$ cat config.mk
export PLATFORM = sky130hd
export DESIGN_NAME = ald_guard
export DESIGN_NICKNAME = d
export VERILOG_FILES = /design/src/rtl/ald_pkg.sv /design/src/rtl/ald_store_fifo.sv /design/src/rtl/ald_alias_match.sv /design/src/rtl/ald_age_ctr.sv /design/src/rtl/ald_guard.sv
export SDC_FILE = /design/constraint.sdc
export NUM_CORES = 1
export LEC_CHECK = 0
export BUFFER_PORTS_ARGS = -buffer_cell sky130_fd_sc_hd__buf_2
export CAP_MARGIN = 30
export CORE_MARGIN = 2
export CORE_UTILIZATION = 55
export CTS_CLUSTER_DIAMETER = 150
export DETAILED_ROUTE_END_ITERATION = 12
export PLACE_DENSITY = 0.77
export SLEW_MARGIN = 5
export SYNTH_ARGS = -nofsm -noshare
export SYNTH_HDL_FRONTEND = slang
export SYNTH_SLANG_ARGS = --single-unit
export TNS_END_PERCENT = 1
$ cat constraint.sdc
create_clock -name clk -period 3.5 [get_ports clk]
set_input_delay 0 -clock clk [delete_from_list [all_inputs] [get_ports clk]]
set_output_delay 0 -clock clk [all_outputs]
set_load 0.1 [all_outputs]
$ cat src/rtl/ald_pkg.sv
package ald_pkg;
  localparam int OFF_W  = 12;
  localparam int SIZE_W = 2;

  localparam logic [SIZE_W-1:0] SZ_DWORD = 2'd3;

  localparam logic [OFF_W-1:0] MASK_WORD  = 12'hFFC;
  localparam logic [OFF_W-1:0] MASK_DWORD = 12'hFF8;

  typedef struct packed {
    logic [OFF_W-1:0]  addr;
    logic [SIZE_W-1:0] size;
  } st_ent_t;
endpackage

$ cat src/rtl/ald_store_fifo.sv
module ald_store_fifo
  import ald_pkg::*;
#(
  parameter int DEPTH = 4,
  localparam int PTR_W = (DEPTH > 1) ? $clog2(DEPTH) : 1,
  localparam int CNT_W = $clog2(DEPTH + 1)
) (
  input  logic             clk,
  input  logic             rst_n,
  input  logic             push,
  input  st_ent_t          push_ent,
  input  logic             pop,
  output logic             full,
  output logic             empty,
  output st_ent_t          head,
  output logic [DEPTH-1:0] slot_vld,
  output st_ent_t          slot [DEPTH],
  output logic [CNT_W-1:0] count
);
  st_ent_t          mem [DEPTH];
  logic [PTR_W-1:0] rd_ptr, wr_ptr;
  logic [DEPTH-1:0] vld_q;
  logic [CNT_W-1:0] cnt_q;

  always_ff @(posedge clk) begin
    if (!rst_n) begin
      rd_ptr <= '0;
      wr_ptr <= '0;
      vld_q  <= '0;
      cnt_q  <= '0;
    end else begin
      if (pop) begin
        vld_q[rd_ptr] <= 1'b0;
        rd_ptr        <= (rd_ptr == PTR_W'(DEPTH - 1)) ? '0 : rd_ptr + PTR_W'(1);
      end
      if (push) begin
        vld_q[wr_ptr] <= 1'b1;
        wr_ptr        <= (wr_ptr == PTR_W'(DEPTH - 1)) ? '0 : wr_ptr + PTR_W'(1);
      end
      unique case ({push, pop})
        2'b10:   cnt_q <= cnt_q + CNT_W'(1);
        2'b01:   cnt_q <= cnt_q - CNT_W'(1);
        default: cnt_q <= cnt_q;
      endcase
    end
  end

  always_ff @(posedge clk) begin
    if (push) mem[wr_ptr] <= push_ent;
  end

  assign full     = (cnt_q == CNT_W'(DEPTH));
  assign empty    = (cnt_q == '0);
  assign head     = mem[rd_ptr];
  assign slot_vld = vld_q;
  assign count    = cnt_q;

  for (genvar i = 0; i < DEPTH; i++) begin : g_slot
    assign slot[i] = mem[i];
  end
endmodule

$ cat src/rtl/ald_alias_match.sv
module ald_alias_match
  import ald_pkg::*;
(
  input  logic              ent_vld,
  input  st_ent_t           ent,
  input  logic [OFF_W-1:0]  ld_addr,
  input  logic [SIZE_W-1:0] ld_size,
  output logic              hit
);
  logic             wide;
  logic [OFF_W-1:0] mask;
  logic [OFF_W-1:0] diff;

  always_comb begin
    wide = (ld_size == SZ_DWORD) || (ent.size == SZ_DWORD);
    mask = wide ? MASK_DWORD : MASK_WORD;
    diff = (ld_addr ^ ent.addr) & mask;
    hit  = ent_vld && (diff == '0);
  end
endmodule

$ cat src/rtl/ald_age_ctr.sv
module ald_age_ctr #(
  parameter int AGE_W = 2,
  localparam logic [AGE_W-1:0] AGE_MAX = '1
) (
  input  logic             clk,
  input  logic             rst_n,
  input  logic             ld_valid,
  input  logic             ld_new,
  output logic [AGE_W-1:0] age_now
);
  logic [AGE_W-1:0] age_q;

  assign age_now = ld_new ? AGE_W'(1) : age_q;

  always_ff @(posedge clk) begin
    if (!rst_n) begin
      age_q <= '0;
    end else if (ld_valid) begin
      age_q <= (age_now == AGE_MAX) ? AGE_MAX : age_now + AGE_W'(1);
    end
  end
endmodule

$ cat src/rtl/ald_guard.sv
module ald_guard
  import ald_pkg::*;
#(
  parameter int DEPTH = 4,
  parameter int AGE_W = 2,
  localparam int CNT_W = $clog2(DEPTH + 1)
) (
  input  logic              clk,
  input  logic              rst_n,
  input  logic              ld_valid,
  input  logic              ld_new,
  input  logic [OFF_W-1:0]  ld_addr,
  input  logic [SIZE_W-1:0] ld_size,
  input  logic              st_in_valid,
  output logic              st_in_ready,
  input  logic [OFF_W-1:0]  st_in_addr,
  input  logic [SIZE_W-1:0] st_in_size,
  output logic              st_out_valid,
  input  logic              st_out_ready,
  output logic [OFF_W-1:0]  st_out_addr,
  output logic [SIZE_W-1:0] st_out_size,
  output logic              ld_cache_go,
  output logic              ld_stall,
  output logic              ld_cancel
);
  logic             q_full, q_empty;
  st_ent_t          q_head;
  logic [DEPTH-1:0] q_vld;
  st_ent_t          q_slot [DEPTH];
  logic [CNT_W-1:0] q_count;
  logic             do_push, do_pop;
  st_ent_t          in_ent;
  logic [DEPTH-1:0] hit_vec;
  logic             any_hit;
  logic [AGE_W-1:0] age_now;
  logic             late_hit;
  logic             cancel_q;

  assign in_ent  = '{addr: st_in_addr, size: st_in_size};
  assign do_push = st_in_valid && st_in_ready;
  assign do_pop  = st_out_valid && st_out_ready;

  ald_store_fifo #(.DEPTH(DEPTH)) u_fifo (
    .clk      (clk),
    .rst_n    (rst_n),
    .push     (do_push),
    .push_ent (in_ent),
    .pop      (do_pop),
    .full     (q_full),
    .empty    (q_empty),
    .head     (q_head),
    .slot_vld (q_vld),
    .slot     (q_slot),
    .count    (q_count)
  );

  for (genvar i = 0; i < DEPTH; i++) begin : g_cmp
    ald_alias_match u_match (
      .ent_vld (q_vld[i]),
      .ent     (q_slot[i]),
      .ld_addr (ld_addr),
      .ld_size (ld_size),
      .hit     (hit_vec[i])
    );
  end

  assign any_hit = |hit_vec;

  ald_age_ctr #(.AGE_W(AGE_W)) u_age (
    .clk      (clk),
    .rst_n    (rst_n),
    .ld_valid (ld_valid),
    .ld_new   (ld_new),
    .age_now  (age_now)
  );

  always_comb begin
    late_hit     = ld_valid && any_hit && (age_now == AGE_W'(1));
    ld_stall     = ld_valid && any_hit;
    ld_cache_go  = ld_valid && (!any_hit || late_hit);
    st_out_valid = !q_empty && !ld_cache_go;
    st_in_ready  = !q_full;
    st_out_addr  = q_head.addr;
    st_out_size  = q_head.size;
  end

  always_ff @(posedge clk) begin
    if (!rst_n) cancel_q <= 1'b0;
    else        cancel_q <= late_hit;
  end

  assign ld_cancel = cancel_q;
endmodule

# Word level (Yosys, flattened, before mapping)

Memories as Yosys holds them, arrays and structs flattened. A register that Yosys moved wholly into a read port is not among the register bits.
Cells that the tools add are included.

Input bits: 34
Word-level logic and storage cells: 87
Memory bits (writable): 56
Memory bits (read-only): 0
Memories: 1
Output and inout bits: 19
Bits in registers: 14
Bits in latches: 0

Memory list:

| memory     | words | bits a word | rd ports | clocked after memory_dff | wr ports | line                 | RTL |
|---|---|---|---|---|---|---|---|
| u_fifo.mem | 4     | 14          | 5        | 1                        | 1        | ald_store_fifo.sv:20 | `st_ent_t mem [DEPTH];` |

Bitwise logic cells: 11
$lt $le $gt $ge: 4
Multiply operators: 0
$add $sub $neg: 5
Div/mod/pow operators: 0
Muxes and demuxes: 20
Equal/unequal tests: 12
Reductions and logical operators: 28
Shift-type cells: 0

Operators with widths:

| kind                                                 | number |
|---|---|
| AND 12 bit                                           | 4 |
| zero test 12 bit                                     | 4 |
| bitwise XOR 12 bit                                   | 4 |
| == test 2 bit (second input constant)                | 9 |
| logical AND 1 bit                                    | 12 |
| 2-to-1 mux 2 bit                                     | 6 |
| 2-to-1 mux 3 bit                                     | 4 |
| 2-to-1 mux 4 bit                                     | 3 |
| adder 2 x 1 -> 2 bit (second input constant)         | 3 |
| < comparator 2 x 3 -> 1 bit (second input constant)  | 2 |
| one-hot mux 3 bit (2 select lines)                   | 1 |
| logical OR 1 bit                                     | 5 |
| AND 4 bit                                            | 1 |
| demux 1 bit (select 2 bit)                           | 2 |
| == test 2 x 1 -> 1 bit (second input constant)       | 2 |
| >= comparator 2 x 1 -> 1 bit (second input constant) | 2 |
| zero test 1 bit                                      | 4 |
| 2-to-1 mux 1 bit                                     | 4 |
| NOT 4 bit                                            | 1 |
| OR 4 bit                                             | 1 |
| OR reduction 4 bit                                   | 1 |
| adder 3 x 1 -> 3 bit (second input constant)         | 1 |
| == test 3 bit (second input constant)                | 1 |
| zero test 3 bit                                      | 1 |
| other kinds (2)                                      | 2 |

# Longest topological paths before layout

Gate-level depths: netlist of run 1.
An unclocked memory read counts as a cell.

Depth after elaboration: 19
Depth in mapped cells: 13
Gate-level depth less buffers: 12

# By module

From an unflattened synthesis of run 1, not the netlist that was laid out.

Cell total of the unflattened synthesis: 221
Area, all modules: 3448.3 µm²

Modules (own cells, without submodules):

| module          | cells an instance | instances | area each (µm²) |
|---|---|---|---|
| ald_store_fifo  | 138               | 1         | 2700.1 |
| ald_alias_match | 15                | 4         | 131.4 |
| ald_guard       | 13                | 1         | 116.4 |
| ald_age_ctr     | 10                | 1         | 106.4 |

# Worst setup path before layout of run 1

Ideal clock, no wire load.

Kind: reg-to-reg
Start point: register u_fifo.cnt_q[0] (netlist: u_fifo.count[0])
End point: register u_fifo.cnt_q[2] (netlist: u_fifo.count[2])
Setup time: 76 ps
Data arrival time: 3045 ps
Cell stages (with the launch flop): 12
Path buffers: 1
Slack: 379 ps
Period minus slack after synthesis: 3121 ps
Cell sequence: dfxtp_1 > inv_1 > nand3_1 > and2_1 > clkbuf_1 > inv_1 > ha_1 > inv_1 > fa_1 > xor2_1 > or3_1 > a21boi_0

RTL lines:

| element                                                                  | line                 | RTL |
|---|---|---|
| start: declaration                                                       | ald_store_fifo.sv:23 | `logic [CNT_W-1:0] cnt_q;` |
| start signal: assignment                                                 | ald_store_fifo.sv:41 | `2'b10: cnt_q <= cnt_q + CNT_W'(1);` |
| start signal: assignment                                                 | ald_store_fifo.sv:42 | `2'b01: cnt_q <= cnt_q - CNT_W'(1);` |
| start signal: assignment                                                 | ald_store_fifo.sv:43 | `default: cnt_q <= cnt_q;` |
| == test 3 bit (*)                                                        | ald_store_fifo.sv:52 | `assign full = (cnt_q == CNT_W'(DEPTH));` |
| zero test 1 bit (*)                                                      | ald_guard.sv:82      | `st_in_ready = !q_full;` |
| via st_in_ready                                                          | ald_guard.sv:15      | `output logic st_in_ready,` |
| logical AND 1 bit (*)                                                    | ald_guard.sv:40      | `assign do_push = st_in_valid && st_in_ready;` |
| == test 2 x 1 -> 1 bit or == test 2 bit (tied branches)                  | ald_store_fifo.sv:40 | `unique case ({push, pop})` |
| one-hot mux 3 bit (2 select lines) or nonzero test 2 bit (tied branches) | -                    |  |

Mark *: on every way through the listed nets, which the timed path passes. The rest lies on a longest branch.
A chain may end at the register's enable or synchronous reset.

==> out/qor.yml, run 1 <==
outcome:
  outcome: "finished clean"
grt:
  use_met1: 0.287
  grt_pass1_vias: 2461
  grt_usage: 0.222
  use_met2: 0.371
  grt_pass1_wl_mm: 12.1
  grtUsageMet3: 0.0393
  grt_max_degree: 21
  globalRoute.totalOverflow: 0
  grt.busiest_layer: "met2"
  antenna_found_initial: 0
logic_synthesis:
  synth_compound_area_frac: 0.0683
  netlist_area_um2: 3570
  synthArstFlopShare: 0
  ys_ff_latch: 72
  synth_simple_gate_area_frac: 0.102
  netlist_top_cells_area: "edfxtp_1 (47%), xnor2_1 (10%), dfxtp_1 (9.0%)"
  synthAdderAreaFrac: 0.0371
  synth_area_per_cell_um2: 13.5
  synth_most_common_cell: "edfxtp_1"
  synth_mux_area_frac: 0.0882
  synth_cell_types: 37
  synth-warning-count: 0
  synth_common_cells: "edfxtp_1 (56), xnor2_1 (41), nand2_1 (18), nand4_1 (18), dfxtp_1 (16)"
  synth_edf_count: 56
  ys_seq_area_frac: 0.560
  synthXorXnorAreaFrac: 0.103
  synth_top_area_cell: "edfxtp_1"
  synth_top_family_by_area: "XOR/XNOR gates"
  ys.flop_type: "edfxtp_1"
  synth_top_area_share: 0.471
  syn_nets: 309
  syn_inst: 265
power_and_ir_drop:
  ir_worst_vdd_v: 0.000327
  p_leak_nw: 1.44
  switchingPower_w: 0.000747
  swShare: 0.351
  powerDensity_nw_per_um2: 510
  clkPwrFrac: 0.261
  p_total_w: 0.00213
  power_frac_seq: 0.477
  intPower_w: 0.00138
  pwr-share-comb: 0.262
drt:
  first_iter_violations: 100
  drtPass1Iterations: 4
  wl_per_cell_um: 18.5
  vias: 2346
  drc: 0
  drt-total-wl_mm: 7.52
  ant_nets: 0
  vias_per_cell: 5.76
setup_path:
  cp_max_fo: 5
  crit_arrival_ns: 3.23
  r2r_cells: 12
  path_cells: "xnor2_1 -> nand4_1 -> nor4_1 -> nor4_2 -> nand2_2 -> and2_1 -> ha_1 -> inv_1 -> fa_1 -> xor2_1 -> or3_1 -> a21boi_0"
  crit_path_max_incr_delay_ns: 0.42
  critPathKind: "flip-flop to flip-flop"
  required_ns: 3.78
  cp.buffers_inverters: 1
  cp-end-kind: "flip-flop"
  critPathTopFamily: "simple AND/OR/NAND/NOR gates"
  crit_path_start_kind: "flip-flop"
  slowest_stage: "edfxtp_1"
  worstSetupPathDepth: 12
cells_and_area:
  drive_above_1_share: 0.276
  fillCellCount: 483
  diodes: 0
  synthToLayoutAreaGrowth_pct: 16.8
  multi_input_comb_area_um2: 1420
  nets: 369
  ff_latch_area_um2: 2000
sta:
  period_share: 0.845
  slew_headroom: 0.441
  rsz0062_at_grt: "false"
  hold_viol_final: 0
  drv_slew: 0
  skew_ns: 0.0122
  tightest_slew_ns: 0.837
  fmax_mhz: 338
  worst_slack_ns: 0.544
  finalSetupTns_ns: 0
  holdWs_ns: 0.0322
  setup_violations: 0
  period_needed_ns: 2.96
clocking:
  insertion_delay_ns: 0.34
  clockBufferDepth: 2
  cts_root_buf: "clkbuf_8"
  cts_tree: "built"
  cts.reportedPaths.clkPinSlew_ns: 0.08
  cts.sinks: 72
  ctsResizeCount: 0
  numCtsBuffers: 9
  htree_levels: 3
placement:
  place_ws_ns: 0.589
  globalplace.congestion: 0.877
  dp_hpwl_mm: 5.16
  port_buffers: 50
floorplan:
  rows: 29
  core_area_um2: 6310
  pin_count: 53
  die-area_um2: 7160
  start_util: 0.566
  die_width_um: 84.6
  die_y_um: 84.6
min_path:
  min_path_type: "input port to flip-flop"
  min_path_cells: 3
job:
  cap_violations: 0
[metal layers]
layer | part of all wire | vias to the layer above
li1 | - | 1102
met1 | 0.44 | 1148
met2 | 0.50 | 86
met3 | 0.052 | 10
met4 | 0.015 | 0
met5 | 0 | -
[flip-flops by register name, summed over array words and instances, names as in the netlist, named ones only]
signal           flops
u_fifo.mem          56
u_fifo.slot_vld      4
u_fifo.count         3
u_age.age_q          2
u_fifo.rd_ptr        2
u_fifo.wr_ptr        2
ld_cancel            1
[placed cells by master, fill, tap and decap left out, types with 2 or more instances in the layout]
cell type,instances
buf_2,50
nor2_1,5
a41oi_2,4
edfxtp_1,56
a21oi_1,2
a221oi_2,4
nand3_1,3
nand4_1,18
nand2_1,18
nor3_1,2
mux4_2,14
nor4_1,8
xnor2_1,41
a21boi_0,3
dfxtp_1,16
clkinv_2,3
inv_1,15
dlygate4sd3_1,16
and2_1,5
ha_1,9
o21ai_0,8
clkbuf_8,9
o211ai_1,2
clkinv_1,2
[power by group through the flow]
stage | Clock [W] | Combinational, W | Sequential, W
6_report | 0.000555 | 0.000558 | 0.00101
5_1_grt | 0.000600 | 0.000589 | 0.00102
4_1_cts | 0.000559 | 0.000545 | 0.00102
3_5_place_dp | 0 | 0.000529 | 0.00104
3_3_place_gp | 0 | 0.000521 | 0.00104
2_1_floorplan | 0 | 0.000455 | 0.00101
[final timing paths]
| kind | slack (ns) | startpoint | endpoint |
|---|---|---|---|
| max reg2reg | 0.54 | u_fifo.mem[1][7]$_DFFE_PP_ | u_fifo.count[2]$_SDFFE_PN0P_ |
| max | 0.54 | u_fifo.mem[1][7]$_DFFE_PP_ | u_fifo.count[2]$_SDFFE_PN0P_ |
| min reg2reg | 0.47 | u_age.age_q[1]$_SDFFE_PN0P_ | u_age.age_q[1]$_SDFFE_PN0P_ |
| min | 0.03 | ld_valid | u_fifo.rd_ptr[0]$_SDFFE_PN0N_ |
[tightest hold or removal path, stage by stage]
cell and delay (ns):
buf_2 0.15, nand3_1 0.08, o211ai_1 0.09
[layout make-up]
cell class	count	share of cell area
clock buffers	9	0.0297
inverters	15	0.0135
repair buffers	68	0.104
flip-flops and latches	72	0.480
clock inverters	7	0.00930
multi-input cells	159	0.341
well taps	77	0.0231
[cell families after synthesis]
logic type      after synthesis
simple gates                 66
xor+xnor                     42
flops                        72
mux                          14
buf+inv                      34
fa+ha+maj                    10
compound gates               27
[through the flow]
stage               cell area (um^2)  utilization  instances
floorplan                       3570            -        265
global placement                3830        0.607        374
detailed placement              3830        0.607        374
CTS                             4160        0.659        406
global route                    4170        0.661        407
finish                          4170        0.661        407
[repair_timing]
action | in CTS | in global routing
hold endpoints to repair | 57 | 0
buffers inserted | 0 | 0
hold buffers | 16 | 0
Power figures use the tool's default switching activity.
==> inputs of run 2 (changes only) <==
- ABC_AREA: default -> 1
- CORE_UTILIZATION: 55 -> 52
- PLACE_DENSITY: 0.77 -> 0.76
- clock period: 3.5 -> 2.5 ns (I/O delays scaled with it)
==> run 2 against run 1 <==
Critical path depth is 6 higher. Sequential share of layout area is 7.9 points lower. Area after synthesis is 14% higher. Largest power group unchanged. Power is 48% higher. Via count is 57% higher. Worst hold slack better by 0.026 ns.
==> out/qor.yml, run 2 <==
sta:
  setup_violations: 0  # unchanged
  rsz0062_at_grt: "true"  # was false
  slew_headroom: 0.532  # was 0.441
  hold_viol_final: 0  # unchanged
  fmax_mhz: 422  # was 338 MHz
  skew_ns: 0.0117  # was 0.0122 ns
  period_share: 0.948  # was 0.845
  drv_slew: 0  # unchanged
  finalSetupTns_ns: 0  # unchanged
  period_needed_ns: 2.37  # was 2.96 ns
  tightest_slew_ns: 0.701  # was 0.837 ns
logic_synthesis:
  ys_seq_area_frac: 0.491  # was 0.560
  netlist_top_cells_area: "edfxtp_1 (41%), nand2_1 (15%), dfxtp_1 (7.9%)"  # was edfxtp_1 (47%), xnor2_1 (10%), dfxtp_1 (9.0%)
  synth_top_area_cell: "edfxtp_1"  # unchanged
  synthArstFlopShare: 0  # unchanged
  synth_common_cells: "nand2_1 (168), inv_1 (84), edfxtp_1 (56), nor2_1 (56), o21ai_0 (41)"  # was edfxtp_1 (56), xnor2_1 (41), nand2_1 (18), nand4_1 (18), dfxtp_1 (16)
  synth_top_area_share: 0.412  # was 0.471
  ys.flop_type: "edfxtp_1"  # unchanged
  synth_cell_types: 26  # was 37
  synth_edf_count: 56  # unchanged
  synth_most_common_cell: "nand2_1"  # was edfxtp_1
  netlist_area_um2: 4080  # was 3570 um^2
  ys_ff_latch: 72  # unchanged
  syn_inst: 533  # was 265
  syn_nets: 577  # was 309
  synth-warning-count: 0  # unchanged
  synth_area_per_cell_um2: 7.65  # was 13.5 um^2
cells_and_area:
  layout_commonest_cell: "nand2_1"  # was edfxtp_1
  mostFrequentLayoutCells: "nand2_1 (167), inv_1 (84), nor2_1 (56), edfxtp_1 (56), buf_2 (40)"  # was edfxtp_1 (56), buf_2 (50), xnor2_1 (41)
  fin_cells: 722  # was 407
  largest_register: "u_fifo.mem"  # unchanged
  largest_reg_flops: 56  # unchanged
  fillCellCount: 648  # was 483
  drive_above_1_share: 0.147  # was 0.276
  diodes: 0  # unchanged
  synthToLayoutAreaGrowth_pct: 22.6  # was 16.8%
  final_util: 0.654  # was 0.661
  nets: 659  # was 369
job:
  cap_violations: 0  # unchanged
placement:
  place_inst: 686  # was 374
  globalplace.congestion: 0.993  # was 0.877
  dp_hpwl_mm: 7.15  # was 5.16 mm
  port_buffers: 50  # unchanged
floorplan:
  start_util: 0.533  # was 0.566
  pin_count: 53  # unchanged
  die_y_um: 92.6  # was 84.6 um
  rows: 32  # was 29
  core_area_um2: 7650  # was 6310 um^2
  die-area_um2: 8570  # was 7160 um^2
  die_width_um: 92.6  # was 84.6 um
grt:
  antenna_found_initial: 0  # unchanged
  grt_pass1_vias: 3625  # was 2,461
  globalRoute.totalOverflow: 0  # unchanged
  grt_max_degree: 24  # was 21
  grt_pass1_wl_mm: 16.3  # was 12.1 mm
  grt_usage: 0.247  # was 0.222
drt:
  drt-total-wl_mm: 9.97  # was 7.52 mm
  ant_nets: 0  # unchanged
  vias: 3674  # was 2,346
  wl_per_cell_um: 13.8  # was 18.5 um
  drc: 0  # unchanged
  drtPass1Iterations: 4  # unchanged
  first_iter_violations: 261  # was 100
  vias_per_cell: 5.09  # was 5.76
setup_path:
  required_ns: 2.74  # was 3.78 ns
  path_cells: "nand2_1 -> nand2_1 -> inv_1 -> nand2_1 -> nor2_1 -> nand3_1 -> nand2_1 -> nor2_2 -> nand2_2 -> nand4_4 -> inv_1 -> ha_1 -> inv_1 -> fa_2 -> a21oi_1 -> o21ai_1 -> o21ai_1 -> a21oi_1"  # was xnor2_1 -> nand4_1 -> nor4_1 -> nor4_2 -> nand2_2 -> and2_1 -> ha_1 -> inv_1 -> fa_1 -> xor2_1 -> or3_1 -> a21boi_0
  crit_arrival_ns: 2.61  # was 3.23 ns
  crit_path_max_incr_delay_ns: 0.45  # was 0.42 ns
  critPathKind: "flip-flop to flip-flop"  # unchanged
  crit_top_cell: "nand2_1"
  cp-end-kind: "flip-flop"  # unchanged
  critPathTopFamily: "simple AND/OR/NAND/NOR gates"  # unchanged
  crit_path_start_kind: "flip-flop"  # unchanged
  cp_max_fo: 4  # was 5
  cp.buffers_inverters: 3  # was 1
  slowest_stage: "edfxtp_1"  # unchanged
clocking:
  htree_levels: 3  # unchanged
  cts.reportedPaths.clkPinSlew_ns: 0.08  # about the same
  insertion_delay_ns: 0.35  # was 0.34 ns
  cts.sinks: 72  # unchanged
  numCtsBuffers: 9  # unchanged
  clockBufferDepth: 2  # unchanged
  cts_root_buf: "clkbuf_8"  # unchanged
  cts_tree: "built"  # unchanged
power_and_ir_drop:
  ir_worst_vdd_v: 0.000534  # was 0.000327 V
  p_total_w: 0.00314  # was 0.00213 W
  p_leak_nw: 2.42  # was 1.44 nW
  powerDensity_nw_per_um2: 629  # was 510 nW/um^2
min_path:
  min_path_type: "input port to flip-flop"  # unchanged
outcome:
  outcome: "finished clean"  # unchanged
[run 2: worst paths after layout]
path,cells after the start,to,from,slack (ns)
max,18,u_fifo.count[2]$_SDFFE_PN0P_,u_fifo.mem[3][10]$_DFFE_PP_,0.13
min,3,u_fifo.wr_ptr[1]$_SDFFE_PN0P_,st_in_valid,0.06
max reg2reg,18,u_fifo.count[2]$_SDFFE_PN0P_,u_fifo.mem[3][10]$_DFFE_PP_,0.13
min reg2reg,2,u_age.age_q[1]$_SDFFE_PN0P_,u_age.age_q[1]$_SDFFE_PN0P_,0.46
[run 2: worst register-to-register path: cells and delay by family, from the launching register on]
kind / cells / cell delay, ns
DFF: 1 / 0.45
and+or+nand+nor: 9 / 0.72
adders and majority gates: 2 / 0.48
buffers and inverters: 3 / 0.19
AOI/OAI and AO/OA: 4 / 0.42
[run 2: what timing repair did]
item,4_1_cts,5_1_grt
gates resized for setup,0,5
hold buffers,18,0
endpoints found under the setup margin,0,2
endpoints found under the hold margin,63,0
buffers inserted,0,2
[run 2: cell families (layout without fill, tap and decap cells)]
family / Yosys count / count (layout) / synth area share
flops: 72 / 72 / 0.491
simple gates: 259 / 259 / 0.257
fa+ha+maj: 10 / 10 / 0.0325
compound gates: 85 / 85 / 0.107
buf+inv: 99 / 186 / 0.0951
xor+xnor: 8 / 8 / 0.0172
[run 2: final cells by class]
cell class | count | area (um^2) | share of cell area
sequential | 72 | 2000 | 0.400
multi-input combinational | 362 | 1700 | 0.340
timing repair buffer | 81 | 666 | 0.133
inverter | 89 | 334 | 0.0668
clock buffer | 10 | 128 | 0.0255
tap | 102 | 128 | 0.0255
clock inverter | 6 | 43.8 | 0.00876
[run 2: per-layer routing]
metal | up-vias | track usage | share of wire
met3 | 23 | 0.0594 | 0.065
met2 | 117 | 0.425 | 0.49
li1 | 1865 | - | -
met4 | 0 | 0.0983 | 0.024
met1 | 1669 | 0.298 | 0.42
met5 | - | 0 | 0
[run 2: report_power, final]
part | total [W] | switching (W) | internal, W
clock | 0.000810 | 0.000446 | 0.000363
sequential | 0.00141 | 0.0000471 | 0.00136
combinational | 0.000923 | 0.000646 | 0.000278
[run 2: per-stage QoR]
stage | setup slack (ns) | hold slack (ns) | area, um^2
3_3_place_gp | 0.122 | 0.211 | 4630
2_1_floorplan | -0.522 | 0.0989 | 4080
3_5_place_dp | 0.0695 | 0.216 | 4630
5_1_grt | -0.0310 | 0.0592 | 5000
4_1_cts | 0.0582 | 0.0474 | 4980
6_report | 0.131 | 0.0584 | 5000
==> inputs of run 3 (changes only) <==
- MAX_ROUTING_LAYER: default -> met4
==> run 3 against run 2 <==
Fmax shrank 0.23%. Count of clock-buffer cells in the layout is the same. First-iteration DRC count shrank 11%. Global-route usage grew 1.0 points. Largest power group unchanged.
==> out/qor.yml, run 3 (synthesized netlist as in run 2, its figures left out) <==
clocking:
  insertion_delay_ns: 0.35  # about the same
  cts.reportedPaths.clkPinSlew_ns: 0.08  # about the same
  htree_levels: 3  # unchanged
  clockBufferDepth: 2  # unchanged
  cts.sinks: 72  # unchanged
  cts_tree: "built"  # unchanged
  numCtsBuffers: 9  # unchanged
  cts_root_buf: "clkbuf_8"  # unchanged
drt:
  drtPass1Iterations: 5  # was 4
  drt-total-wl_mm: 10.4  # was 9.97 mm
  vias_per_cell: 5.14  # was 5.09
  wl_per_cell_um: 14.3  # was 13.8 um
  first_iter_violations: 231  # was 261
  ant_nets: 0  # unchanged
  drc: 0  # unchanged
  vias: 3720  # was 3,674
power_and_ir_drop:
  swShare: 0.365  # was 0.362
  clkPwrFrac: 0.259  # was 0.257
  intPower_w: 0.00202  # was 0.00201 W
  switchingPower_w: 0.00116  # was 0.00114 W
  powerDensity_nw_per_um2: 624  # was 629 nW/um^2
  power_frac_seq: 0.443  # was 0.449
  ir_worst_vdd_v: 0.000514  # was 0.000534 V
  pwr-share-comb: 0.298  # was 0.294
  p_leak_nw: 2.45  # was 2.42 nW
min_path:
  min_path_type: "input port to flip-flop"  # unchanged
  min_path_cells: 5  # was 3
sta:
  period_needed_ns: 2.37  # about the same
  drv_slew: 0  # unchanged
  fmax_mhz: 421  # was 422 MHz
  hold_viol_final: 0  # unchanged
  period_share: 0.950  # was 0.948
  tightest_slew_ns: 0.717  # was 0.701 ns
  rsz0062_at_grt: "true"  # unchanged
  setup_violations: 0  # unchanged
  slew_headroom: 0.521  # was 0.532
  worst_slack_ns: 0.125  # was 0.131 ns
  skew_ns: 0.00923  # was 0.0117 ns
placement:
  place_ws_ns: 0.0777  # was 0.0695 ns
  globalplace.congestion: 0.940  # was 0.993
  dp_hpwl_mm: 7.27  # was 7.15 mm
  place_inst: 685  # was 686
  port_buffers: 50  # unchanged
floorplan:
  rows: 32  # unchanged
  core_area_um2: 7650  # unchanged
  die-area_um2: 8570  # unchanged
  start_util: 0.533  # unchanged
  die_y_um: 92.6  # unchanged
  die_width_um: 92.6  # unchanged
  pin_count: 53  # unchanged
cells_and_area:
  synthToLayoutAreaGrowth_pct: 24.7  # was 22.6%
  layout_commonest_cell: "nand2_1"  # unchanged
  final_util: 0.665  # was 0.654
  mostFrequentLayoutCells: "nand2_1 (160), inv_1 (80), edfxtp_1 (56)"  # was nand2_1 (167), inv_1 (84), nor2_1 (56), edfxtp_1 (56), buf_2 (40)
  diodes: 0  # unchanged
  nets: 661  # was 659
  drive_above_1_share: 0.182  # was 0.147
  largest_reg_flops: 56  # unchanged
  fin_cells: 724  # was 722
  largest_register: "u_fifo.mem"  # unchanged
outcome:
  outcome: "finished clean"  # unchanged
setup_path:
  required_ns: 2.74  # about the same
  crit_path_start_kind: "flip-flop"  # unchanged
  path_cells: "buf_4 -> nor2_1 -> nor2_1 -> nand2_1 -> nor2_1 -> nand3_1 -> nand2_1 -> nor2_2 -> nand2_2 -> nand4_4 -> inv_2 -> ha_1 -> inv_2 -> fa_2 -> a21oi_2 -> o21ai_1 -> o21ai_1 -> a21oi_1"  # was nand2_1 -> nand2_1 -> inv_1 -> nand2_1 -> nor2_1 -> nand3_1 -> nand2_1 -> nor2_2 -> nand2_2 -> nand4_4 -> inv_1 -> ha_1 -> inv_1 -> fa_2 -> a21oi_1 -> o21ai_1 -> o21ai_1 -> a21oi_1
  r2r_cells: 18  # unchanged
  cp-end-kind: "flip-flop"  # unchanged
  slowest_stage: "edfxtp_1"  # unchanged
  crit_path_max_incr_delay_ns: 0.40  # was 0.45 ns
  critPathTopFamily: "simple AND/OR/NAND/NOR gates"  # unchanged
  cp.buffers_inverters: 3  # unchanged
  worstSetupPathDepth: 18  # unchanged
  crit_top_cell: "nor2_1"  # was nand2_1
  rrSetupSlack_ns: 0.13  # about the same
  crit_arrival_ns: 2.62  # was 2.61 ns
  critPathKind: "flip-flop to flip-flop"  # unchanged
  cp_max_fo: 3  # was 4
grt:
  grt_pass1_vias: 3521  # was 3,625
  antenna_found_initial: 0  # unchanged
  grt_usage: 0.257  # was 0.247
  grt_pass1_wl_mm: 16.4  # was 16.3 mm
  grt_max_degree: 24  # unchanged
  globalRoute.totalOverflow: 0  # unchanged
job:
  cap_violations: 0  # unchanged
## run 3: power groups by stage
stage	clock (W)	combinational, W	sequential, W
final	0.000822	0.000946	0.00141
after global routing	0.000887	0.00102	0.00142
after CTS	0.000835	0.000926	0.00141
after detailed placement	0	0.000901	0.00143
after global placement	0	0.000888	0.00143
after floorplan	0	0.000625	0.00142
## run 3: path summary, 6_finish.rpt
path                                      from                            end
setup / recovery   u_fifo.mem[3][10]$_DFFE_PP_   u_fifo.count[2]$_SDFFE_PN0P_
hold / removal                    st_out_ready  u_fifo.slot_vld[0]$_SDFF_PN0_
setup reg to reg   u_fifo.mem[3][10]$_DFFE_PP_   u_fifo.count[2]$_SDFFE_PN0P_
hold reg to reg   u_fifo.count[0]$_SDFFE_PN0P_   u_fifo.count[0]$_SDFFE_PN0P_
## run 3: stage by stage
step	cell area [um^2]	total power (W)	TNS, ns	hold slack (ns)
2_1_floorplan	4080	0.00205	-2.70	0.0989
3_3_place_gp	4630	0.00232	0	0.212
3_5_place_dp	4630	0.00234	0	0.217
4_1_cts	4980	0.00317	0	0.0596
5_1_grt	5090	0.00332	-0.0835	0.108
6_report	5090	0.00318	0	0.0634
## run 3: final cells by class
| class | instances | area [um^2] |
|---|---|---|
| fill | 632 | 2560 |
| timing repair buffer | 83 | 693 |
| multi-input combinational | 362 | 1760 |
| inverter | 89 | 334 |
| clock inverter | 6 | 45.0 |
| sequential | 72 | 2000 |
| tap | 102 | 128 |
| clock buffer | 10 | 128 |
## run 3: layer usage
layer,global-route usage,routed length (um)
met1,0.310,4340
met2,0.432,5060
met3,0.0618,702
met4,0.0721,250
met5,-,0
## run 3: what timing repair did
item                                   CTS  global route
setup endpoints to repair                0             2
endpoints found under the hold margin   66             0
resized for setup                        0            25
buffers inserted                         0             5
hold buffers                            18             0
## run 3: worst min-delay path, delay by kind of cell
kind	cells	cell delay, ns
buf+inv	2	0.17
simple gates	3	0.21
